**config.mk**
```make
export PLATFORM = sky130hd
export DESIGN_NAME = dual_read_regbank
export DESIGN_NICKNAME = d
export VERILOG_FILES = /design/src/rtl/regbank_pkg.sv /design/src/rtl/regbank_storage.sv /design/src/rtl/regbank_rdport.sv /design/src/rtl/dual_read_regbank.sv
export SDC_FILE = /design/constraint.sdc
export NUM_CORES = 1
export LEC_CHECK = 0
export ABC_AREA = 0
export CORE_ASPECT_RATIO = 0.5
export CORE_MARGIN = 4
export CORE_UTILIZATION = 40
export DETAILED_ROUTE_END_ITERATION = 12
export PLACE_DENSITY = 0.57
export SLEW_MARGIN = 20
export SYNTH_ARGS = -nofsm -noshare
export SYNTH_HDL_FRONTEND = slang
export SYNTH_SLANG_ARGS = --single-unit
export TNS_END_PERCENT = 20
```
**constraint.sdc**
```tcl
create_clock -name clk -period 1.9 [get_ports clk]
set_input_delay 0.475 -clock clk [delete_from_list [all_inputs] [get_ports clk]]
set_output_delay 0.475 -clock clk [all_outputs]
set_load 0.01 [all_outputs]
```
**src/rtl/regbank_pkg.sv**
```systemverilog
package regbank_pkg;
  localparam int DEF_DATA_W   = 16;
  localparam int DEF_NUM_REGS = 8;

  // Read-port view of a write landing at the same edge.
  typedef enum logic {
    VIEW_PRE_WRITE  = 1'b0,
    VIEW_POST_WRITE = 1'b1
  } read_view_e;
endpackage

```
**src/rtl/regbank_storage.sv**
```systemverilog
module regbank_storage
  import regbank_pkg::*;
#(
  parameter int DATA_W   = DEF_DATA_W,
  parameter int NUM_REGS = DEF_NUM_REGS,
  localparam int ADDR_W  = $clog2(NUM_REGS)
) (
  input  logic                             clk,
  input  logic                             rst,
  input  logic                             wr_en,
  input  logic [ADDR_W-1:0]                wr_sel,
  input  logic [DATA_W-1:0]                wr_data,
  output logic [NUM_REGS-1:0][DATA_W-1:0]  slots_q
);

  // A write is committed only when enabled and not aimed at the zero slot.
  function automatic logic commits(input logic en, input logic [ADDR_W-1:0] sel);
    return en && (sel != '0);
  endfunction

  logic write_commit;
  assign write_commit = commits(wr_en, wr_sel);

  always_ff @(posedge clk) begin
    for (int i = 0; i < NUM_REGS; i++) begin
      if (i == 0) begin
        slots_q[i] <= '0;
      end else if (rst) begin
        slots_q[i] <= '0;
      end else if (write_commit && (wr_sel == ADDR_W'(i))) begin
        slots_q[i] <= wr_data;
      end
    end
  end

  // a committed write lands in the addressed slot
  a_r1_write_lands: assert property (@(posedge clk) disable iff (rst)
    write_commit |=> (slots_q[$past(wr_sel)] == $past(wr_data)));

  // nothing moves while writes are disabled
  a_r3_hold_when_idle: assert property (@(posedge clk) disable iff (rst)
    !wr_en |=> $stable(slots_q[NUM_REGS-1:1]));

endmodule

```
**src/rtl/regbank_rdport.sv**
```systemverilog
module regbank_rdport
  import regbank_pkg::*;
#(
  parameter int         DATA_W = DEF_DATA_W,
  parameter int         ADDR_W = $clog2(DEF_NUM_REGS),
  parameter read_view_e VIEW   = VIEW_PRE_WRITE
) (
  input  logic              clk,
  input  logic              rst,
  input  logic [ADDR_W-1:0] rd_sel,
  input  logic [DATA_W-1:0] stored_word,
  input  logic              wr_en,
  input  logic [ADDR_W-1:0] wr_sel,
  input  logic [DATA_W-1:0] wr_data,
  output logic [DATA_W-1:0] rd_data
);

  function automatic logic same_edge_hit(input logic en,
                                         input logic [ADDR_W-1:0] ws,
                                         input logic [ADDR_W-1:0] rs);
    return en && (ws != '0) && (ws == rs);
  endfunction

  logic              hit;
  logic              sel_zero;
  logic [DATA_W-1:0] next_word;

  assign hit      = same_edge_hit(wr_en, wr_sel, rd_sel);
  assign sel_zero = (rd_sel == '0);

  generate
    if (VIEW == VIEW_POST_WRITE) begin : g_post
      assign next_word = hit ? wr_data : stored_word;

      // post-write port returns the incoming data on a same-edge hit
      a_r6_forward_new: assert property (@(posedge clk) disable iff (rst)
        hit |=> (rd_data == $past(wr_data)));
    end else begin : g_pre
      assign next_word = stored_word;

      // pre-write port never shows differing new data on a hit
      a_r5_keep_old: assert property (@(posedge clk) disable iff (rst)
        (hit && (wr_data != stored_word)) |=> (rd_data != $past(wr_data)));
    end
  endgenerate

  always_ff @(posedge clk) begin
    if (rst || sel_zero) rd_data <= '0;
    else                 rd_data <= next_word;
  end

  // register 0 always reads zero
  a_r2_zero_slot: assert property (@(posedge clk) disable iff (rst)
    sel_zero |=> (rd_data == '0));

  // reset clears the read output
  a_r4_reset_out: assert property (@(posedge clk)
    rst |=> (rd_data == '0));

endmodule

```
**src/rtl/dual_read_regbank.sv**
```systemverilog
module dual_read_regbank
  import regbank_pkg::*;
#(
  parameter int  DATA_W   = DEF_DATA_W,
  parameter int  NUM_REGS = DEF_NUM_REGS,
  localparam int ADDR_W   = $clog2(NUM_REGS)
) (
  input  logic              clk,
  input  logic              rst,
  input  logic              wr_en,
  input  logic [ADDR_W-1:0] wr_sel,
  input  logic [DATA_W-1:0] wr_data,
  input  logic [ADDR_W-1:0] rd1_sel,
  input  logic [ADDR_W-1:0] rd2_sel,
  output logic [DATA_W-1:0] rd1_data,
  output logic [DATA_W-1:0] rd2_data
);

  logic [NUM_REGS-1:0][DATA_W-1:0] slots;
  logic [DATA_W-1:0]               word1;
  logic [DATA_W-1:0]               word2;

  regbank_storage #(.DATA_W(DATA_W), .NUM_REGS(NUM_REGS)) u_storage (
    .clk(clk), .rst(rst), .wr_en(wr_en), .wr_sel(wr_sel),
    .wr_data(wr_data), .slots_q(slots)
  );

  assign word1 = slots[rd1_sel];
  assign word2 = slots[rd2_sel];

  regbank_rdport #(.DATA_W(DATA_W), .ADDR_W(ADDR_W), .VIEW(VIEW_PRE_WRITE)) u_port1 (
    .clk(clk), .rst(rst), .rd_sel(rd1_sel), .stored_word(word1),
    .wr_en(wr_en), .wr_sel(wr_sel), .wr_data(wr_data), .rd_data(rd1_data)
  );

  regbank_rdport #(.DATA_W(DATA_W), .ADDR_W(ADDR_W), .VIEW(VIEW_POST_WRITE)) u_port2 (
    .clk(clk), .rst(rst), .rd_sel(rd2_sel), .stored_word(word2),
    .wr_en(wr_en), .wr_sel(wr_sel), .wr_data(wr_data), .rd_data(rd2_data)
  );

  // no forwarding when the write is disabled and the word is unchanged
  a_r7_no_fwd_idle: assert property (@(posedge clk) disable iff (rst)
    (!wr_en && (rd2_sel == rd1_sel)) |=> (rd2_data == rd1_data));

endmodule

```
Word-level counts from Yosys, hierarchy flattened
Cells that the tools add are included.
- bits in registers: 144
- bits of input ports: 28
- output and inout port bits: 32
- word-level logic and storage cells: 38
- magnitude comparators: 2
- equal/unequal tests: 8
- multiplexer cells: 5
- reductions and logical operators: 14
- operators by type and width (cell ; number):
    $bmux W16 S3 ; 2
    $mux W16 ; 3
    $eq A3 B3 Y1 const B ; 4
    $logic_and A1 B1 Y1 ; 9
    $lt A3 B4 Y1 const B ; 2
    $eq A3 B2 Y1 const B ; 2
    $logic_not A3 Y1 ; 2
    $eq A3 B1 Y1 const B ; 1
    $eq A3 B3 Y1 ; 1
    $reduce_bool A3 Y1 ; 1
    $logic_or A1 B1 Y1 ; 2

Depth between registers and ports, before layout
- depth in word-level cells: 4
- gate-level depth with buffers: 8
- gate-level depth less buffers: 5

Hierarchy
From an unflattened synthesis, not the netlist that was laid out.
- cell total of the unflattened synthesis: 630
- area total of the unflattened synthesis: 7883.8 µm²
- modules (own cells, without submodules) (module ; times used ; cells an instance ; area each (µm²) ; sequential area each (µm²)):
    regbank_storage ; 1 ; 404 ; 4568.1 ; 2242.2
    dual_read_regbank ; 1 ; 114 ; 2142.1 ; 0.0
    regbank_rdport at u_port2 ; 1 ; 76 ; 689.4 ; 320.3
    regbank_rdport at u_port1 ; 1 ; 36 ; 484.2 ; 320.3

Worst setup path after synthesis
OpenSTA, ideal clock, no wires.
- path kind: input-to-reg
- from: input port rd1_sel[0]
- to: register u_port1.rd_data[10]
- setup time: 0.128 ns
- arrival time: 1.667 ns
- required time: 1.772 ns
- setup slack: 0.106 ns
- stages: 7
- buffers on the path: 2
- path through: buf_2 -> clkbuf_1 -> mux2_2 -> a22oi_1 -> nor2_1 -> a21oi_1 -> nor2_1
- longest elaborated chain between the ends: 2
- elaborated cells between the ends (all ways): 4
- those cells by class: mux: 2; reduce/logical: 2
- ends and longest elaborated chain (element ; line ; source):
    start: declaration ; dual_read_regbank.sv:13 ; input logic [ADDR_W-1:0] rd1_sel,
    $bmux W16 S3 / $logic_not A3 Y1 (equally long branches) ; dual_read_regbank.sv:28, regbank_rdport.sv:29 ;
    $mux W16 (implied by the code) / $logic_or A1 B1 Y1 (equally long branches) ; dual_read_regbank.sv:28, regbank_rdport.sv:48 ;
    end signal: assignment ; regbank_rdport.sv:49 ; else rd_data <= next_word;
    end: declaration ; regbank_rdport.sv:15 ; output logic [DATA_W-1:0] rd_data
Parallel ways exist; a longest one is shown, timed or not. The select of a mux whose other input is x is not followed.
A chain may end at the register's enable or synchronous reset.

Final worst setup path
- from: register u_port2.rd_data[8]
- to: output port rd2_data[8]
- RTL lines (element ; line ; source):
    start: declaration ; regbank_rdport.sv:15 ;
    start signal: assignment ; regbank_rdport.sv:49 ;
    end: declaration ; dual_read_regbank.sv:16 ; output logic [DATA_W-1:0] rd2_data
No word-level cell between the ends.

==> metrics.cfg <==
[timing]
max_slew_margin_pct=66.2
fin_crit_ps=1850
fin_crit_sh_pct=97.5
setup_viol=0
max_freq_mhz=540
worst_hold_slack_ps=469
rsz0062_at_grt=no
slew_violations=0
finClkSkew_ps=15.3
hold_viol=0
worst_pin_slew_ps=505

[synth]
ys_warn_count=0
syn_nets=834
synth_flop_cell=dfxtp_1
avgSynthCellArea_um2=8.22
synth_edf_count=0
synth_cells=806
ys_types=32
ys_seq_elements=144
synthesis.area_um2=6630
yosysSeqAreaShare_pct=43.5
async_reset_ff_share_pct=0

[critical_path]
cp.required_ps=1420
reg2reg_depth=3
slowest_delay_ps=570
cp_data_arrival_time_ps=1380
worstPathCellList=clkdlybuf4s50_1
startpoint_type=flip-flop
critPathKind=flip-flop to primary output
cp_max_fo=1
cp_top_family=buffers and inverters
worstReg2RegEnd=u_port1.rd_data[13]$_SDFF_PP0_
cp.depth=1
setup.worst_path.end=rd2_data[8]
timing.rr.start=u_storage.slots_q[45]$_SDFFE_PP0P_
startpoint=u_port2.rd_data[8]$_SDFF_PP0_
r2r_slack_ps=650
slowest_stage=clkdlybuf4s50_1
crit_buf_inv=1
cp-end-kind=primary output

[cts]
cts_resized=0
cts_setup_buffers=0
clk_latency_ps=430
cts_hold_buffers=0
cts_tree=yes
path_clk_slew_ps=60
cts_buffers=17
cts_max_level=4
cts.sinks=144
cts-root-buf=clkbuf_16
cts_buffer_depth=2

[power_and_ir_drop]
finalPower_mw=7.17
irDropWorstVdd_mv=0.595
internal_power_mw=5.30
p_leak_nw=3.08
p_comb_share_pct=10.7
p_per_area_nw_per_um2=834
p_sw_mw=1.88
power_frac_seq_pct=43.6
switching_share_pct=26.2
p_clk_share_pct=45.7

[placed_design]
place_congestion=0.878
dp.final_hpwl_um=15000
numPortBuffers=59

[global_route]
gr-total-overflow=0
grt_usage_pct=23.8
grt_max_degree=77
antenna_found_initial=0
grt_first_pass_wirelength_um=34600
grt_pass1_vias=5959

[floorplan]
fp.dieH_um=99.0
core_um2=15800
start_util_pct=41.9
ios=60
placementRows=32
dieArea_um2=18800
fp.dieW_um=190

[route]
antenna_left=0
via_per_inst=5.47
wl_um=22200
drtIter0Drc=451
avgRoutedWirePerCell_um=19.8
route.detailed.drc=0
drt_first_pass_iters=5
via_count=6127

[status]
status=completed

[layout]
fill_cells=1491
synthToLayoutAreaGrowth_pct=29.7
multi_input_area_um2=3400
seqCellArea_um2=2880
nets=915
antennaDiodeCount=0
drive_gt1_share_pct=18.9

[min_path]
hold_class=flip-flop to flip-flop

[run]
cap_viol_max_count=0

==> how the worst min path moves through the flow <==
stage / start / end / slack, ps / depth (start not counted)
final: u_storage.slots_q[90]$_SDFFE_PP0P_ / u_storage.slots_q[90]$_SDFFE_PP0P_ / 470 / 2
after global routing: u_storage.slots_q[112]$_SDFFE_PP0P_ / u_storage.slots_q[112]$_SDFFE_PP0P_ / 490 / 2
after CTS: u_storage.slots_q[104]$_SDFFE_PP0P_ / u_storage.slots_q[104]$_SDFFE_PP0P_ / 470 / 2
after detailed placement: u_storage.slots_q[77]$_SDFFE_PP0P_ / u_storage.slots_q[77]$_SDFFE_PP0P_ / 460 / 2
after global placement: u_storage.slots_q[114]$_SDFFE_PP0P_ / u_storage.slots_q[114]$_SDFFE_PP0P_ / 450 / 2
after floorplan: u_storage.slots_q[112]$_SDFFE_PP0P_ / u_storage.slots_q[112]$_SDFFE_PP0P_ / 440 / 2
==> through the flow <==
| step | util (%) | instance area [um2] | cells | TNS [ps] | worst slack, ps |
|---|---|---|---|---|---|
| final | 54.4 | 8600 | 1121 | 0 | 48.4 |
| after global routing | 54.4 | 8600 | 1121 | 0 | 3.68 |
| after CTS | 54.4 | 8600 | 1121 | 0 | 26.4 |
| after detailed placement | 50.8 | 8030 | 1089 | -13460 | -309 |
| after global placement | 50.8 | 8030 | 1089 | -12040 | -271 |
| after floorplan | - | 6630 | 806 | 0 | 106 |
==> per-layer routing <==
metal	global-route usage [%]	part of all wire [%]	up-vias	wire, um
met4	7.00	1.5	0	342
met2	38.5	47	165	10400
li1	-	-	2944	-
met5	0	0	-	0
met3	4.28	4.5	25	1010
met1	32.9	47	2993	10400
==> layout by cell type (no fill, tap or decap), types with 3 or more instances in the layout <==
| cell type | netlist | layout |
|---|---|---|
| buf_4 | 2 | 61 |
| a221oi_1 | 15 | 15 |
| mux4_2 | 17 | 17 |
| a22oi_1 | 16 | 16 |
| clkdlybuf4s50_1 | 0 | 56 |
| mux2_2 | 32 | 32 |
| mux2i_1 | 30 | 30 |
| o21ai_1 | 14 | 14 |
| o22ai_1 | 15 | 15 |
| nand2b_1 | 5 | 5 |
| dfxtp_1 | 144 | 144 |
| nor2_1 | 39 | 39 |
| nand2_1 | 230 | 230 |
| clkbuf_16 | 0 | 17 |
| a21oi_1 | 146 | 146 |
| buf_12 | 0 | 22 |
| nor2b_1 | 4 | 4 |
| inv_6 | 0 | 6 |
| clkinv_4 | 0 | 3 |
| nand3_1 | 3 | 3 |
==> cells by family (layout without fill, tap and decap cells) <==
family / count (synthesis) / after routing / share of synthesized area [%]
AND/OR/NAND/NOR: 292 / 292 / 17.4
buffers and inverters: 79 / 173 / 5.25
multiplexers: 79 / 79 / 15.7
XOR/XNOR: 2 / 2 / 0.264
AO/OA/AOI/OAI: 210 / 210 / 17.8
flip-flops: 144 / 144 / 43.5
==> cell usage after synthesis (2+ instances only) <==
master / count / area share [%]
nand3_1: 3 / 0.23
nand2b_1: 5 / 0.47
mux4_2: 17 / 5.8
buf_4: 2 / 0.23
dfxtp_1: 144 / 43
a21oi_1: 146 / 11
o22ai_1: 15 / 1.4
buf_6: 3 / 0.51
nor2_1: 39 / 2.2
a22oi_1: 16 / 1.8
mux2_2: 32 / 5.4
nor2b_1: 4 / 0.38
xnor2_1: 2 / 0.26
mux2i_1: 30 / 4.5
buf_2: 17 / 1.3
a221oi_1: 15 / 2.0
nand2_1: 230 / 13
o21ai_0: 2 / 0.15
nor3_1: 2 / 0.15
clkbuf_1: 57 / 3.2
o21ai_1: 14 / 1.1
==> layout make-up <==
class | instances | share of cell area, %
repair buffers | 141 | 17.1
clock inverters | 13 | 1.47
flip-flops and latches | 144 | 33.5
well taps | 221 | 3.22
clock buffers | 19 | 5.15
multi-input cells | 583 | 39.6
==> registers in the layout, indices dropped and copies added (netlist names) <==
register           cells
u_storage.slots_q    112
u_port1.rd_data       16
u_port2.rd_data       16
==> power by group through the flow <==
stage | Sequential [mW] | Clock [mW] | Combinational (mW)
after floorplan | 3.19 | 0 | 0.389
after detailed placement | 3.20 | 0 | 0.763
after CTS | 3.13 | 3.30 | 0.766
after global routing | 3.13 | 3.45 | 0.822
after global placement | 3.19 | 0 | 0.758
final | 3.13 | 3.28 | 0.769
No activity file was read; power rests on OpenSTA's default activity.
